[config.mk]
export PLATFORM = sky130hd
export DESIGN_NAME = uart_fifo_ctl
export DESIGN_NICKNAME = d
export VERILOG_FILES = /design/src/rtl/ufc_pkg.sv /design/src/rtl/ufc_fifo.sv /design/src/rtl/ufc_ctrl.sv /design/src/rtl/ufc_trigger.sv /design/src/rtl/uart_fifo_ctl.sv
export SDC_FILE = /design/constraint.sdc
export NUM_CORES = 1
export LEC_CHECK = 0
export CAP_MARGIN = 0
export CORE_ASPECT_RATIO = 0.9
export CORE_UTILIZATION = 55
export CTS_CLUSTER_SIZE = 30
export DETAILED_ROUTE_END_ITERATION = 6
export GPL_TIMING_DRIVEN = 0
export PLACE_DENSITY_LB_ADDON = 0.15
export SLEW_MARGIN = 20
export SYNTH_ARGS = -nofsm -noshare
export SYNTH_HDL_FRONTEND = slang
export SYNTH_SLANG_ARGS = --single-unit
[constraint.sdc]
create_clock -name clk -period 7.1 [get_ports clk]
set_clock_uncertainty 0.2 [all_clocks]
set_input_delay 1.42 -clock clk [delete_from_list [all_inputs] [get_ports clk]]
set_output_delay 1.42 -clock clk [all_outputs]
set_load 0.01 [all_outputs]
[src/rtl/ufc_pkg.sv]
package ufc_pkg;

    localparam int UFC_DATA_W = 8;
    localparam int UFC_DEPTH  = 16;

    typedef enum logic [1:0] {
        TRIG_1  = 2'b00,
        TRIG_4  = 2'b01,
        TRIG_8  = 2'b10,
        TRIG_14 = 2'b11
    } trig_sel_e;

    // Control word layout, MSB first.
    typedef struct packed {
        logic [1:0] trig;
        logic [2:0] unused;
        logic       tx_clr;
        logic       rx_clr;
        logic       enable;
    } ctrl_word_t;

    typedef struct packed {
        logic push;
        logic pop;
        logic flush;
    } fifo_op_t;

    function automatic int trig_depth(trig_sel_e sel);
        case (sel)
            TRIG_1:  return 1;
            TRIG_4:  return 4;
            TRIG_8:  return 8;
            default: return 14;
        endcase
    endfunction

endpackage

[src/rtl/ufc_fifo.sv]
module ufc_fifo
    import ufc_pkg::*;
#(
    parameter int DATA_W = UFC_DATA_W,
    parameter int DEPTH  = UFC_DEPTH,
    localparam int PTR_W = (DEPTH > 1) ? $clog2(DEPTH) : 1,
    localparam int CNT_W = $clog2(DEPTH + 1)
) (
    input  logic              clk,
    input  logic              rst,
    input  fifo_op_t          op,
    input  logic [DATA_W-1:0] wdata,
    output logic [DATA_W-1:0] rdata,
    output logic [CNT_W-1:0]  count,
    output logic              empty,
    output logic              full
);
    localparam logic [PTR_W-1:0] LAST_PTR = PTR_W'(DEPTH - 1);
    localparam logic [CNT_W-1:0] FULL_CNT = CNT_W'(DEPTH);

    logic [DATA_W-1:0] store [DEPTH];
    logic [PTR_W-1:0]  wr_ptr, rd_ptr;
    logic [CNT_W-1:0]  occ;
    logic [DATA_W-1:0] rdata_q;
    logic              take_push, take_pop;

    function automatic logic [PTR_W-1:0] bump(logic [PTR_W-1:0] p);
        return (p == LAST_PTR) ? '0 : p + 1'b1;
    endfunction

    assign take_push = op.push && !op.flush && (occ != FULL_CNT);
    assign take_pop  = op.pop  && !op.flush && (occ != '0);

    always_ff @(posedge clk) begin
        if (take_push) begin
            store[wr_ptr] <= wdata;
        end
    end

    always_ff @(posedge clk) begin
        if (rst) begin
            wr_ptr  <= '0;
            rd_ptr  <= '0;
            occ     <= '0;
            rdata_q <= '0;
        end else if (op.flush) begin
            wr_ptr <= '0;
            rd_ptr <= '0;
            occ    <= '0;
        end else begin
            if (take_push) begin
                wr_ptr <= bump(wr_ptr);
            end
            if (take_pop) begin
                rd_ptr  <= bump(rd_ptr);
                rdata_q <= store[rd_ptr];
            end
            case ({take_push, take_pop})
                2'b10:   occ <= occ + 1'b1;
                2'b01:   occ <= occ - 1'b1;
                default: occ <= occ;
            endcase
        end
    end

    assign rdata = rdata_q;
    assign count = occ;
    assign empty = (occ == '0);
    assign full  = (occ == FULL_CNT);

endmodule

[src/rtl/ufc_ctrl.sv]
module ufc_ctrl
    import ufc_pkg::*;
(
    input  logic      clk,
    input  logic      rst,
    input  logic      we,
    input  logic [7:0] wdata,
    output logic      enabled,
    output trig_sel_e trig,
    output logic      rx_flush,
    output logic      tx_flush
);
    ctrl_word_t word;
    logic       en_q;
    trig_sel_e  trig_q;
    logic       en_flip;
    logic       upper_ok;

    assign word     = ctrl_word_t'(wdata);
    assign en_flip  = we && (word.enable != en_q);
    assign upper_ok = we && word.enable;

    assign rx_flush = en_flip || (upper_ok && word.rx_clr);
    assign tx_flush = en_flip || (upper_ok && word.tx_clr);

    always_ff @(posedge clk) begin
        if (rst) begin
            en_q   <= 1'b0;
            trig_q <= TRIG_1;
        end else if (we) begin
            en_q <= word.enable;
            if (word.enable) begin
                trig_q <= trig_sel_e'(word.trig);
            end
        end
    end

    assign enabled = en_q;
    assign trig    = trig_q;

endmodule

[src/rtl/ufc_trigger.sv]
module ufc_trigger
    import ufc_pkg::*;
#(
    parameter int CNT_W = $clog2(UFC_DEPTH + 1)
) (
    input  logic [CNT_W-1:0] count,
    input  trig_sel_e        trig,
    output logic             irq
);
    logic [CNT_W-1:0] level;

    assign level = CNT_W'(trig_depth(trig));
    assign irq   = (count >= level);

endmodule

[src/rtl/uart_fifo_ctl.sv]
module uart_fifo_ctl
    import ufc_pkg::*;
#(
    parameter int DATA_W = UFC_DATA_W,
    parameter int DEPTH  = UFC_DEPTH,
    localparam int CNT_W = $clog2(DEPTH + 1)
) (
    input  logic              clk,
    input  logic              rst,
    input  logic              cfg_we,
    input  logic [7:0]        cfg_wdata,
    input  logic              rx_push,
    input  logic [DATA_W-1:0] rx_pdata,
    input  logic              rx_pop,
    output logic [DATA_W-1:0] rx_rdata,
    output logic              rx_empty,
    output logic              rx_full,
    output logic [CNT_W-1:0]  rx_count,
    output logic              rx_irq,
    input  logic              tx_push,
    input  logic [DATA_W-1:0] tx_pdata,
    input  logic              tx_pop,
    output logic [DATA_W-1:0] tx_rdata,
    output logic              tx_empty,
    output logic              tx_full
);
    logic      enabled;
    trig_sel_e trig;
    logic      rx_flush, tx_flush;
    fifo_op_t  rx_op, tx_op;
    logic [CNT_W-1:0] tx_count_unused;

    ufc_ctrl u_ctrl (
        .clk      (clk),
        .rst      (rst),
        .we       (cfg_we),
        .wdata    (cfg_wdata),
        .enabled  (enabled),
        .trig     (trig),
        .rx_flush (rx_flush),
        .tx_flush (tx_flush)
    );

    assign rx_op = '{push: rx_push && enabled, pop: rx_pop && enabled, flush: rx_flush};
    assign tx_op = '{push: tx_push && enabled, pop: tx_pop && enabled, flush: tx_flush};

    ufc_fifo #(.DATA_W(DATA_W), .DEPTH(DEPTH)) u_rx_fifo (
        .clk   (clk),
        .rst   (rst),
        .op    (rx_op),
        .wdata (rx_pdata),
        .rdata (rx_rdata),
        .count (rx_count),
        .empty (rx_empty),
        .full  (rx_full)
    );

    ufc_fifo #(.DATA_W(DATA_W), .DEPTH(DEPTH)) u_tx_fifo (
        .clk   (clk),
        .rst   (rst),
        .op    (tx_op),
        .wdata (tx_pdata),
        .rdata (tx_rdata),
        .count (tx_count_unused),
        .empty (tx_empty),
        .full  (tx_full)
    );

    ufc_trigger #(.CNT_W(CNT_W)) u_trigger (
        .count (rx_count),
        .trig  (trig),
        .irq   (rx_irq)
    );

endmodule

==> impl_metrics.ini <==
[route]
via_count = 7468
dr.pass1.iters = 7
drt_iter0_markers = 928
drc = 0
ant_nets = 0
wl_per_cell_um = 23.7
wl_um = 28300
vias_per_cell = 6.25

[setup_path]
cp_slowest_cell = nor2_1
path_max_fanout = 11
start_kind = input port
crit_arrival_ps = 5210
cp.required_ps = 7380
cp.depth = 12
rrSetupSlack_ps = 3180
critPathBufInv = 3
crit_family = buffers and inverters
reg2reg_depth = 12
cpPeakStageDelay_ps = 700
worstPathCellList = clkdlybuf4s50_1 > inv_1 > o211ai_1 > nor2_1 > ha_1 > clkbuf_1 > xor2_1 > ha_1 > a21oi_1 > or3b_2 > a31oi_1 > mux2i_1
cpMostUsedCell = ha_1
crit_type = input port to flip-flop
cp-end-kind = flip-flop

[synthesis]
syn_area_mm2 = 0.0125
ys_async_sr_fraction = 0
ys_types = 58
synth_top_cells_by_area = edfxtp_1 (61%), dfxtp_1 (7.2%), mux4_2 (5.8%)
ys_seq_area_frac = 0.687
syn-num-nets = 849
avgSynthCellArea_um2 = 15.7
yosysMostFrequentCell = edfxtp_1
ys.flop_type = edfxtp_1
synthCells = 798
ys_ff_latch = 301
synth_top_family_by_area = multiplexers
yosys.area_share.xor_xnor = 0.00490
synthAdderAreaFrac = 0.0200
synth_common_cells = edfxtp_1 (256), mux2i_1 (69), dfxtp_1 (45)
yosysWarnings = 0
synth_largest_area_cell = edfxtp_1
synth_mux_area_frac = 0.113
synth.top_cell.area_share = 0.615
synth_compound_area_frac = 0.0863
synth-edff-count = 256
synthSimpleGateAreaFrac = 0.0636

[clocking]
ctsResizeCount = 0
numCtsBuffers = 30
post_cts_buffers = 0
clockRootBuffer = clkbuf_16
clk_latency_ps = 550
h-tree-depth = 1
cts_num_sinks = 301
clk_pin_slew_ps = 60
cts_tree = yes
cts_hold_buffers = 0
clock_path_buffers = 3

[final_layout]
drive_gt1_frac = 0.131
register_area_mm2 = 0.00859
n_antenna_cell = 0
nets = 933
fillers = 1524
multi_input_area_mm2 = 0.00360
final_util = 0.653
syn2layout_area_growth_pct = 14.5

[sta]
finalHoldViolCount = 0
min_period_ps = 4930
worst_pin_slew_ps = 856
holdWs_ps = 299
finalSetupTns_ps = 0
rsz0062_at_grt = false
max_slew_margin = 0.428
finalSetupViolCount = 0
period_share = 0.695
fmax_ghz = 0.203
drv_slew = 0

[global_routing]
grt_max_degree = 17
grt_pass1_wl_um = 43600
gr-total-overflow = 0
track_usage = 0.246
grt_pass1_vias = 7502
antenna_found_initial = 1

[die]
dieWidth_um = 161
rows = 51
dieArea_mm2 = 0.0233
die_h_um = 145
start_util = 0.570
design.core.area_mm2 = 0.0220
io_pins = 57

[pwr]
power_density_mw_per_mm2 = 245
p_leak_nw = 4.64
finalPower_mw = 3.50
ir_worst_vdd_uv = 199

[min_path]
min_path_type = flip-flop to flip-flop
holdPathStages = 2

[place]
numPortBuffers = 52
dp_hpwl_um = 18900
place_congestion = 0.875

[run]
max_cap_violations = 0

[run_status]
outcome = complete, no violations
report_power, final:
| group | total, mW | internal, mW | switching, mW |
|---|---|---|---|
| clock | 1.50 | 0.863 | 0.637 |
| combinational | 0.0836 | 0.0280 | 0.0556 |
| sequential | 1.92 | 1.92 | 0.00236 |
registers in the layout (all words and copies together) (netlist names), 5 cells and up:
register and cells:
u_rx_fifo.rdata 8, u_rx_fifo.count 5, u_tx_fifo.store 128, u_tx_fifo.count 5
u_tx_fifo.rdata 8, u_rx_fifo.store 128
worst paths after layout:
path,from,end
setup reg to reg,u_rx_fifo.count[0],u_rx_fifo.count[4]
hold / removal,u_ctrl.trig[1],u_ctrl.trig[1]
setup / recovery,cfg_we,u_rx_fifo.count[4]
hold reg to reg,u_ctrl.trig[1],u_ctrl.trig[1]
tightest hold or removal path, stage by stage, from the launching register on:
cell	delay, ps
dfxtp_1	330
nand2_1	60
a21oi_1	50
final cells by class:
cell class | count | share of cell area
Tap cell | 291 | 0.0254
Inverter | 20 | 0.00524
Clock buffer | 37 | 0.0556
Sequential cell | 301 | 0.600
Timing Repair Buffer | 52 | 0.0363
Clock inverter | 16 | 0.00935
Buffer | 49 | 0.0172
Multi-Input combinational cell | 428 | 0.251
layout by cell type (no fill, tap or decap), drive strengths merged, types with 14 or more instances in the layout:
master	instances
mux4	32
and3	34
nor2	16
o22ai	33
clkdlybuf4s50	52
clkinv	14
buf	35
dfxtp	45
a211oi	18
mux2i	69
clkbuf	51
inv	20
a311oi	18
ha	20
edfxtp	256
nand2	30
a21oi	43
logic make-up (layout without fill, tap and decap cells):
family / count (synthesis) / count (layout)
DFF: 301 / 301
AOI/OAI and AO/OA: 159 / 159
and+or+nand+nor: 141 / 141
muxes: 101 / 101
buffers and inverters: 69 / 174
adders and majority gates: 20 / 20
xor gates and xnor gates: 7 / 7
stage by stage:
| step | instance area [um2] | setup slack, ps | instances |
|---|---|---|---|
| floorplan | 12500 | 2720 | 798 |
| global placement | 13400 | 1870 | 1141 |
| detailed placement | 13400 | 1710 | 1141 |
| CTS | 14300 | 2240 | 1194 |
| global route | 14300 | 1890 | 1194 |
| finish | 14300 | 2170 | 1194 |
per-layer routing:
metal,part of all wire,GRT usage,wire (um)
met5,0.00046,0,13
met4,0.020,0.0613,580
met3,0.080,0.0423,2280
met2,0.46,0.368,12900
met1,0.44,0.376,12500
No activity file was read; power rests on OpenSTA's default activity.
